$ cat config.mk
export PLATFORM = sky130hd
export DESIGN_NAME = lru_depth_profiler
export DESIGN_NICKNAME = d
export VERILOG_FILES = /design/src/rtl/lru_prof_pkg.sv /design/src/rtl/lru_match_array.sv /design/src/rtl/lru_stack_regs.sv /design/src/rtl/lru_miss_counters.sv /design/src/rtl/lru_depth_profiler.sv
export SDC_FILE = /design/constraint.sdc
export NUM_CORES = 2
export LEC_CHECK = 0
export BUFFER_PORTS_ARGS = -buffer_cell sky130_fd_sc_hd__buf_2
export CAP_MARGIN = 5
export CORE_MARGIN = 8
export CORE_UTILIZATION = 60
export DETAILED_ROUTE_END_ITERATION = 10
export PLACE_DENSITY = 0.76
export SLEW_MARGIN = 20
export SYNTH_ARGS = -nofsm -noshare
export SYNTH_HDL_FRONTEND = slang
export SYNTH_SLANG_ARGS = --single-unit
$ cat constraint.sdc
create_clock -name clk -period 13.23 [get_ports clk]
set_input_delay 1.323 -clock clk [delete_from_list [all_inputs] [get_ports clk]]
set_output_delay 1.323 -clock clk [all_outputs]
set_load 0.01 [all_outputs]
$ cat src/rtl/lru_prof_pkg.sv
package lru_prof_pkg;
    typedef enum logic [1:0] {
        ST_EMPTY = 2'd0,
        ST_FILL  = 2'd1,
        ST_FULL  = 2'd2
    } fill_state_e;
endpackage

$ cat src/rtl/lru_match_array.sv
module lru_match_array #(
    parameter int ADDR_W  = 32,
    parameter int DEPTH_K = 16,
    parameter int IDX_W   = $clog2(DEPTH_K),
    parameter int OCC_W   = $clog2(DEPTH_K + 1)
) (
    input  logic [DEPTH_K-1:0][ADDR_W-1:0] entries,
    input  logic [OCC_W-1:0]               occ,
    input  logic [ADDR_W-1:0]              key,
    output logic                           hit,
    output logic [IDX_W-1:0]               hit_idx
);
    logic [DEPTH_K-1:0] match_vec;

    for (genvar g = 0; g < DEPTH_K; g++) begin : g_cmp
        assign match_vec[g] = (OCC_W'(g) < occ) && (entries[g] == key);
    end

    always_comb begin
        hit     = 1'b0;
        hit_idx = '0;
        for (int i = DEPTH_K - 1; i >= 0; i--) begin
            if (match_vec[i]) begin
                hit     = 1'b1;
                hit_idx = IDX_W'(i);
            end
        end
    end
endmodule

$ cat src/rtl/lru_stack_regs.sv
module lru_stack_regs import lru_prof_pkg::*; #(
    parameter int ADDR_W  = 32,
    parameter int DEPTH_K = 16,
    parameter int IDX_W   = $clog2(DEPTH_K),
    parameter int OCC_W   = $clog2(DEPTH_K + 1)
) (
    input  logic                           clk,
    input  logic                           rst,
    input  logic                           clear,
    input  logic                           upd,
    input  logic [ADDR_W-1:0]              key,
    input  logic                           hit,
    input  logic [IDX_W-1:0]               hit_idx,
    output logic [DEPTH_K-1:0][ADDR_W-1:0] entries,
    output logic [OCC_W-1:0]               occ
);
    fill_state_e state_q, state_d;
    logic        grow;
    logic [IDX_W-1:0] shift_lim;

    always_ff @(posedge clk) begin
        if (rst) state_q <= ST_EMPTY;
        else     state_q <= state_d;
    end

    always_comb begin
        state_d = state_q;
        if (clear) begin
            state_d = ST_EMPTY;
        end else begin
            unique case (state_q)
                ST_EMPTY: if (upd) state_d = ST_FILL;
                ST_FILL:  if (upd && !hit && occ == OCC_W'(DEPTH_K - 1)) state_d = ST_FULL;
                ST_FULL:  state_d = ST_FULL;
                default:  state_d = ST_EMPTY;
            endcase
        end
    end

    always_comb begin
        grow      = upd && !hit && (state_q != ST_FULL);
        shift_lim = hit ? hit_idx : IDX_W'(DEPTH_K - 1);
    end

    always_ff @(posedge clk) begin
        if (rst || clear) begin
            occ <= '0;
        end else if (grow) begin
            occ <= occ + 1'b1;
        end
    end

    always_ff @(posedge clk) begin
        if (rst) begin
            entries <= '0;
        end else if (upd && !clear) begin
            entries[0] <= key;
            for (int i = 1; i < DEPTH_K; i++) begin
                if (IDX_W'(i) <= shift_lim) entries[i] <= entries[i-1];
            end
        end
    end


    occ_bound_chk: assert property (@(posedge clk) disable iff (rst)
        occ <= OCC_W'(DEPTH_K));


    full_state_chk: assert property (@(posedge clk) disable iff (rst)
        (state_q == ST_FULL) |-> (occ == OCC_W'(DEPTH_K)));


    top_entry_chk: assert property (@(posedge clk) disable iff (rst)
        (upd && !clear) |=> (entries[0] == $past(key)) && (occ != '0));


    clear_empty_chk: assert property (@(posedge clk) disable iff (rst)
        clear |=> (occ == '0) && (state_q == ST_EMPTY));
endmodule

$ cat src/rtl/lru_miss_counters.sv
module lru_miss_counters #(
    parameter int NUM_CAP = 4,
    parameter int DW      = 5,
    parameter int CNT_W   = 32
) (
    input  logic                          clk,
    input  logic                          rst,
    input  logic                          clear,
    input  logic                          upd,
    input  logic                          hit,
    input  logic [DW-1:0]                 depth,
    input  logic [NUM_CAP-1:0][DW-1:0]    caps,
    output logic [NUM_CAP-1:0][CNT_W-1:0] miss_q,
    output logic [CNT_W-1:0]              total_q
);
    always_ff @(posedge clk) begin
        if (rst || clear) begin
            total_q <= '0;
        end else if (upd && total_q != '1) begin
            total_q <= total_q + 1'b1;
        end
    end

    for (genvar c = 0; c < NUM_CAP; c++) begin : g_cap
        logic is_miss;
        assign is_miss = upd && (!hit || depth > caps[c]);

        always_ff @(posedge clk) begin
            if (rst || clear) begin
                miss_q[c] <= '0;
            end else if (is_miss && miss_q[c] != '1) begin
                miss_q[c] <= miss_q[c] + 1'b1;
            end
        end


        miss_sat_chk: assert property (@(posedge clk) disable iff (rst)
            ($past(miss_q[c]) == '1 && !$past(clear)) |-> (miss_q[c] == '1));


        miss_step_chk: assert property (@(posedge clk) disable iff (rst)
            (miss_q[c] == $past(miss_q[c])) || (miss_q[c] == $past(miss_q[c]) + 1'b1)
            || (miss_q[c] == '0));
    end


    total_step_chk: assert property (@(posedge clk) disable iff (rst)
        (upd && !clear && total_q != '1) |=> (total_q == $past(total_q) + 1'b1));
endmodule

$ cat src/rtl/lru_depth_profiler.sv
module lru_depth_profiler #(
    parameter int ADDR_W  = 32,
    parameter int DEPTH_K = 16,
    parameter int NUM_CAP = 4,
    parameter int CNT_W   = 32,
    localparam int SH_W   = $clog2(ADDR_W),
    localparam int DW     = $clog2(DEPTH_K + 1)
) (
    input  logic                     clk,
    input  logic                     rst,
    input  logic                     clear,
    input  logic                     ref_valid,
    input  logic [ADDR_W-1:0]        ref_addr,
    input  logic [SH_W-1:0]          frame_shift,
    input  logic [NUM_CAP*DW-1:0]    cap_limits,
    output logic                     dep_valid,
    output logic                     dep_not_found,
    output logic [DW-1:0]            dep_value,
    output logic [NUM_CAP*CNT_W-1:0] miss_counts,
    output logic [CNT_W-1:0]         ref_total
);
    localparam int IDX_W = $clog2(DEPTH_K);
    localparam int OCC_W = $clog2(DEPTH_K + 1);

    logic                           upd;
    logic [ADDR_W-1:0]              key;
    logic [DEPTH_K-1:0][ADDR_W-1:0] entries;
    logic [OCC_W-1:0]               occ;
    logic                           hit;
    logic [IDX_W-1:0]               hit_idx;
    logic [DW-1:0]                  depth;
    logic [NUM_CAP-1:0][DW-1:0]     caps_pk;
    logic [NUM_CAP-1:0][CNT_W-1:0]  miss_pk;

    assign upd         = ref_valid && !clear;
    assign key         = ref_addr >> frame_shift;
    assign depth       = DW'(hit_idx) + 1'b1;
    assign caps_pk     = cap_limits;
    assign miss_counts = miss_pk;

    lru_match_array #(.ADDR_W(ADDR_W), .DEPTH_K(DEPTH_K), .IDX_W(IDX_W), .OCC_W(OCC_W)) match_i (
        .entries (entries),
        .occ     (occ),
        .key     (key),
        .hit     (hit),
        .hit_idx (hit_idx)
    );

    lru_stack_regs #(.ADDR_W(ADDR_W), .DEPTH_K(DEPTH_K), .IDX_W(IDX_W), .OCC_W(OCC_W)) stack_i (
        .clk     (clk),
        .rst     (rst),
        .clear   (clear),
        .upd     (upd),
        .key     (key),
        .hit     (hit),
        .hit_idx (hit_idx),
        .entries (entries),
        .occ     (occ)
    );

    lru_miss_counters #(.NUM_CAP(NUM_CAP), .DW(DW), .CNT_W(CNT_W)) count_i (
        .clk     (clk),
        .rst     (rst),
        .clear   (clear),
        .upd     (upd),
        .hit     (hit),
        .depth   (depth),
        .caps    (caps_pk),
        .miss_q  (miss_pk),
        .total_q (ref_total)
    );

    always_ff @(posedge clk) begin
        if (rst) begin
            dep_valid     <= 1'b0;
            dep_not_found <= 1'b0;
            dep_value     <= '0;
        end else begin
            dep_valid     <= upd;
            dep_not_found <= upd && !hit;
            dep_value     <= (upd && hit) ? depth : '0;
        end
    end


    report_follows_chk: assert property (@(posedge clk) disable iff (rst)
        (ref_valid && !clear) |=> dep_valid);


    clear_drops_chk: assert property (@(posedge clk) disable iff (rst)
        clear |=> !dep_valid && (ref_total == '0));


    nf_flag_chk: assert property (@(posedge clk) disable iff (rst)
        dep_not_found |-> dep_valid && (dep_value == '0));


    depth_range_chk: assert property (@(posedge clk) disable iff (rst)
        (dep_valid && !dep_not_found) |-> (dep_value >= DW'(1)) && (dep_value <= DW'(DEPTH_K)));

    for (genvar c = 0; c < NUM_CAP; c++) begin : g_nf_miss

        nf_counts_chk: assert property (@(posedge clk) disable iff (rst)
            (dep_valid && dep_not_found) |->
            (miss_pk[c] == $past(miss_pk[c]) + 1'b1) || (miss_pk[c] == '1));
    end
endmodule

# Word level (Yosys, flattened, before mapping)
# Index checks and enable logic that the tools add are counted.
[classes] reduce_logical=57 n_mux=36 order_cmp=35 bitwise=1 eq_ne=27 add_sub_neg=7 shift=1
[op_table] cell="32-bit == test" count=16
[op_table] cell="32-bit by 1-bit adder with 32-bit output (second input constant)" count=5
[op_table] cell="32-bit inequality test (second input constant)" count=5
[op_table] cell="4-bit two-way mux" count=17
[op_table] cell="4-bit by 5-bit < comparator with 1-bit output (first input constant)" count=8
[op_table] cell="4-bit less-or-equal comparator (first input constant)" count=8
[op_table] cell="2-bit AND reduction" count=16
[op_table] cell="32-bit by 5-bit >> shifter with 32-bit output" count=1
[op_table] cell="1-bit logical AND" count=31
[op_table] cell="5-bit > comparator" count=4
[op_table] cell="3-bit by 5-bit < comparator with 1-bit output (first input constant)" count=4
[op_table] cell="3-bit by 4-bit less-or-equal comparator with 1-bit output (first input constant)" count=4
[op_table] cell="1-bit two-way mux" count=16
[op_table] cell="1-bit by 5-bit < comparator with 1-bit output (first input constant)" count=2
[op_table] cell="2-bit by 5-bit < comparator with 1-bit output (first input constant)" count=2
[op_table] cell="2-bit by 4-bit less-or-equal comparator with 1-bit output (first input constant)" count=2
[op_table] cell="2-bit case mux with 3 select lines" count=1
[op_table] cell="4-bit by 1-bit adder with 5-bit output (second input constant)" count=1
[op_table] cell="5-bit by 1-bit adder with 5-bit output (second input constant)" count=1
[op_table] cell="5-bit by 4-bit == test with 1-bit output (second input constant)" count=1
[op_table] cell="1-bit logical OR" count=5
[op_table] cell="1-bit by 4-bit less-or-equal comparator with 1-bit output (first input constant)" count=1
[op_table] cell="2-bit two-way mux" count=2
[op_table] cell="2-bit by 1-bit inequality test with 1-bit output (second input constant)" count=2
[op_table] cell="other kinds (7)" count=9
[totals] wordCells=190 out_inout_bits=167 register_bits=686

# Longest topological paths before layout
[depth] depth_word=24 ltp_mapped=34

# By module
# A second synthesis with hierarchy kept.
[unflattened] cells_unflattened=4317 area_unflattened_um2=34798.4
[modules_own_cells] module="lru_stack_regs" instances=1 seq_area_each_um2=10390.0 area_per_inst_um2=18251.3 cells_per_inst=2301
[modules_own_cells] module="lru_miss_counters" instances=1 seq_area_each_um2=3203.1 area_per_inst_um2=8348.0 cells_per_inst=1005
[modules_own_cells] module="lru_match_array" instances=1 seq_area_each_um2=0.0 area_per_inst_um2=6258.5 cells_per_inst=808
[modules_own_cells] module="lru_depth_profiler" instances=1 seq_area_each_um2=140.1 area_per_inst_um2=1940.6 cells_per_inst=203

# Worst setup path after synthesis
# OpenSTA, ideal clock, no wires.
[synth_path] path_kind="input -> register" from="input port frame_shift[0]" to="register count_i.miss_q[4] (netlist bit)" cell_stages=31 setup_slack_ns=5.508 t_arrival_ns=7.651 required_time_ns=13.159 path_cell_list="buf_4 -> buf_6 -> buf_6 -> mux2_2 -> mux4_2 -> a222oi_1 -> buf_4 -> xor2_1 -> nand4_1 -> or4_1 -> or4_1 -> a311oi_1 -> o311ai_1 -> a21o_1 -> nand2_1 -> ha_1 -> inv_1 -> xnor2_1 -> ha_1 -> o21a_1 -> o21a_1 -> o21ai_0 -> inv_1 -> o22ai_1 -> o41ai_1 -> and2_1 -> nand4b_1 -> buf_2 -> clkbuf_1 -> o21ai_0 -> a21oi_1"
[synth_via] elab_chain_cells=24 word_cells_on_any_way=71
[synth_lines] item="start: declaration" line_no="lru_depth_profiler.sv:14" text="input logic [SH_W-1:0] frame_shift,"
[synth_lines] item="32-bit by 5-bit >> shifter with 32-bit output *" line_no="lru_depth_profiler.sv:36" text="assign key = ref_addr >> frame_shift;"
[synth_lines] item="32-bit == test" line_no="lru_match_array.sv:16" text="assign match_vec[g] = (OCC_W'(g) < occ) && (entries[g] == key);"
[synth_lines] item="1-bit logical AND" line_no="lru_match_array.sv:16"
[synth_lines] item="4-bit two-way mux (15 in series)" line_no="lru_match_array.sv:23" text="if (match_vec[i]) begin"
[synth_lines] item="4-bit two-way mux *" line_no="lru_match_array.sv:23"
[synth_lines] item="4-bit by 1-bit adder with 5-bit output *" line_no="lru_depth_profiler.sv:37" text="assign depth = DW'(hit_idx) + 1'b1;"
[synth_lines] item="named net count_i.depth[2]" line_no="lru_miss_counters.sv:11" text="input logic [DW-1:0] depth,"
[synth_lines] item="5-bit > comparator *" line_no="lru_miss_counters.sv:26" text="assign is_miss = upd && (!hit || depth > caps[c]);"
[synth_lines] item="1-bit logical OR *" line_no="lru_miss_counters.sv:26"
[synth_lines] item="1-bit logical AND *" line_no="lru_miss_counters.sv:26"
[synth_lines] item="1-bit logical AND *" line_no="lru_miss_counters.sv:31" text="end else if (is_miss && miss_q[c] != '1) begin"
[synth_lines] item="end signal: indexed assignment" line_no="lru_miss_counters.sv:32" text="miss_q[c] <= miss_q[c] + 1'b1;"
[synth_lines] item="end: declaration" line_no="lru_miss_counters.sv:13" text="output logic [NUM_CAP-1:0][CNT_W-1:0] miss_q,"
# Mark *: on every way through the listed nets, which the timed path passes. The rest lies on a longest branch.
# A chain may end at the register's enable or synchronous reset.

# Worst setup path after layout
[layout_path] from="input port frame_shift[0]" to="register count_i.miss_q[107] (netlist bit)"
# The elaborated chain is that of the path after synthesis.

==> reports/qor.txt <==
Final WL: 121 mm
Post-Syn Area: 36900 um^2
Max incr delay on CP: 0.96 ns
Sequential share of the synthesized area: 37.2%
Crit path DAT: 10.56 ns
Syn Area/Cell: 8.93 um^2
Design area: 41100 um^2
Synth unique cells: 103
Crit. Startpoint: frame_shift[0]
Pleak: 0.0167 uW
Vias in the first global route: 30500
Fin. max-slew vios: 0
Tot GR Track Use: 33.4%
Post-CTS Setup Bufs: 0
Total power: 4980 uW
CP Depth: 23
I/O Buffers: 227
R2r worst-path depth: 24
Worst R2R Start: stack_i.occ[2]$_SDFFE_PP0P_
IO Count: 228
Hold violation count in the final report: 0
Crit path buf inv count: 3
Max Cap Viol: 0
Share of layout cells above drive strength 1: 12.7%
Main synth FF type: dfxtp_1
Post-DP HPWL: 87.2 mm
Critical path's slowest cell: nor3_2
Die W: 264 um
Yosys warns: 0
Initial Util: 60.2%
Synth Instances: 4129
Total Negative Setup Slacks: 0 ns
Setup-failing EPs final: 0
Nets: 4323
Worst-Margin Slew: 1.13 ns
Power Density: 121 nW/um^2
Critical path startpoint category: input pin
Max Clock Skew: 0.0341 ns
Max VDD drop: 0.122 mV
DR vias: 32200
Hold crit path type: reg -> reg
Pre-CTS setup slack: 2.79 ns
Cell chain of the critical path: buf_4 > buf_4 > mux2i_1 > mux4_2 > a22oi_1 > nand2_1 > xor2_1 > nand4_1 > or4_1 > or4_1 > a311oi_1 > o311ai_1 > a21o_1 > nand2_1 > ha_1 > inv_1 > nor3b_1 > ha_1 > a31oi_1 > o211ai_1 > nor3_2 > a31oi_1 > a41o_1
Cts repair resizes: 0
Worst Setup Slack, final: 3.19 ns
First-pass GRT wire length: 185 mm
Unrepaired setup endpoints after global routing: no
Skew-Pair Late Insertion Delay: 0.64 ns
Worst path required time: 13.75 ns
Outcome: completed
Height of the die: 264 um
Synthesized Nets: 4221
Area grow syn2layout: 11.3%
Die area: 69700 um^2
DRT Pass-1 Iters: 6
CP endpoint: count_i.miss_q[107]$_SDFFE_PP0P_
CTS sink cnt: 686
FF-to-FF setup slack: 5.44 ns
CP top delay family: simple AND/OR/NAND/NOR gates
Kind of end point of the critical path: register
H-Tree Depth: 3
Row count: 91
Worst relative slew slack: 24.2%
Non-filler cells, final: 5082
Reg clk slew, reported paths: 0.06 ns
Final Wtd Congestion: 1.01
Placed cell count: 4945
Crit path kind: in -> reg
Final min period: 10.04 ns
Cts hold-fix bufs: 0
Fin crit share: 75.9%
Max clock buf depth: 3
RR Endpoint: count_i.miss_q[107]$_SDFFE_PP0P_
# fillers: 5027
Per-cell routed wire length: 23.8 um
#FFs+latches synth: 686
Pin count of the biggest net entering global routing: 157
Max Freq: 0.0996 GHz
CP max FO: 51
Dpl cell area: 38400 um^2
Detail Route Antenna Nets: 0
DR iter-0 viols: 3438
Core area: 61300 um^2
Total gr overflow: 0
Post-synth EDFFs: 0
DRC viols: 0
CTS Root Cell: clkbuf_16
TritonCTS clock tree: built
Async S/R FF share, synth: 0%
CTS Buf Count: 74
Vias/cell: 6.34
Antenna violations before repair: 2
## power breakdown
part / switching, uW / internal (uW)
Clock: 890 / 1370
Sequential: 10.7 / 2070
Combinational: 422 / 215
## tightest hold or removal path, stage by stage, from the launching register on
cell and delay, ns:
dfxtp_1 0.33, nand2_1 0.06, a21oi_1 0.05
## registers in the layout (all words and copies together) (netlist names)
| register | cells |
|---|---|
| dep_value | 5 |
| stack_i.entries | 512 |
| stack_i.occ | 5 |
| dep_not_found | 1 |
| dep_valid | 1 |
| count_i.total_q | 32 |
| stack_i.state_q | 2 |
| count_i.miss_q | 128 |
## layout by cell type, fill, tap and decap left out, drive strengths merged, types with 100 or more instances in the layout
cell    Yosys  routed
nor2      633     633
xnor2     321     321
dfxtp     686     686
nor3      100     100
o21ai     143     143
nand2     187     187
xor2      199     199
clkbuf    167     104
a21oi     127     127
buf        95     288
mux2i     458     458
## through the flow
step	hold WS [ns]	util (%)
final	0.482	67.0
after floorplan	0.454	-
after global placement	0.470	62.6
after CTS	0.473	67.0
after detailed placement	0.474	62.6
after global routing	0.504	67.0
## per-layer routing
layer	vias to the layer above	routed length [um]	global-route usage (%)
met5	-	0	0
met4	0	7540	19.1
met3	390	10700	6.21
met2	1606	53900	52.4
met1	15500	49000	42.9
li1	14700	-	-
## cells in the mapped netlist, types with 11 or more instances
cell / number / area share, %
nand3_1: 78 / 1.1
clkbuf_1: 167 / 1.7
o211ai_1: 20 / 0.41
nor4b_1: 12 / 0.28
xor2_1: 199 / 4.7
nor2b_1: 17 / 0.29
mux4_2: 35 / 2.1
nand4_1: 77 / 1.3
dfxtp_1: 686 / 37
o21ai_0: 122 / 1.7
mux2_2: 28 / 0.85
buf_1: 14 / 0.14
nor2_1: 631 / 6.4
nand2_1: 186 / 1.9
or4_1: 26 / 0.53
nand2b_1: 84 / 1.4
o31a_1: 14 / 0.33
o21ai_1: 17 / 0.23
buf_6: 16 / 0.49
buf_2: 42 / 0.57
and3_1: 40 / 0.68
o22ai_1: 22 / 0.37
nor4_1: 87 / 1.5
and4_1: 19 / 0.45
xnor2_1: 321 / 7.6
a21oi_1: 126 / 1.7
ha_1: 31 / 1.1
nand3b_1: 36 / 0.73
mux2i_1: 458 / 12
a211oi_1: 22 / 0.45
inv_1: 78 / 0.79
nor3_1: 92 / 1.2
or3_1: 51 / 0.86
o2111ai_1: 11 / 0.26
buf_4: 23 / 0.47
a31oi_1: 17 / 0.29
o21a_1: 16 / 0.33
## how the worst min path moves through the flow
stage                                       endpoint  slack, ns  cells after the start                             start
detailed placement   stack_i.entries[3]$_SDFFE_PP0P_       0.47                      2   stack_i.entries[3]$_SDFFE_PP0P_
finish              stack_i.entries[37]$_SDFFE_PP0P_       0.48                      2   stack_i.entries[5]$_SDFFE_PP0P_
floorplan           stack_i.entries[36]$_SDFFE_PP0P_       0.45                      2   stack_i.entries[4]$_SDFFE_PP0P_
global route        stack_i.entries[59]$_SDFFE_PP0P_       0.50                      2  stack_i.entries[27]$_SDFFE_PP0P_
global placement    stack_i.entries[50]$_SDFFE_PP0P_       0.47                      2  stack_i.entries[18]$_SDFFE_PP0P_
CTS                 stack_i.entries[51]$_SDFFE_PP0P_       0.47                      2  stack_i.entries[19]$_SDFFE_PP0P_
## cell families (layout without fill, tap and decap cells)
group | Yosys count | after routing | synth area share (%)
fa+ha+maj | 31 | 31 | 1.05
simple gates | 1495 | 1495 | 20.0
flops | 686 | 686 | 37.2
other cells | 0 | 1 | 0
xor+xnor | 520 | 520 | 12.3
mux | 522 | 522 | 15.5
compound gates | 533 | 533 | 9.72
buf+inv | 342 | 504 | 4.18
## cell type report
cell class / instances / area (um^2) / area share [%]
Inverter: 80 / 300 / 0.731
Antenna cell: 1 / 2.50 / 0.00609
Clock inverter: 32 / 479 / 1.17
Clock buffer: 104 / 2210 / 5.38
Sequential cell: 686 / 13700 / 33.4
Multi-Input combinational cell: 3101 / 21700 / 53.0
Tap cell: 790 / 988 / 2.41
Timing Repair Buffer: 288 / 1610 / 3.91
No activity file was read; power rests on OpenSTA's default activity.
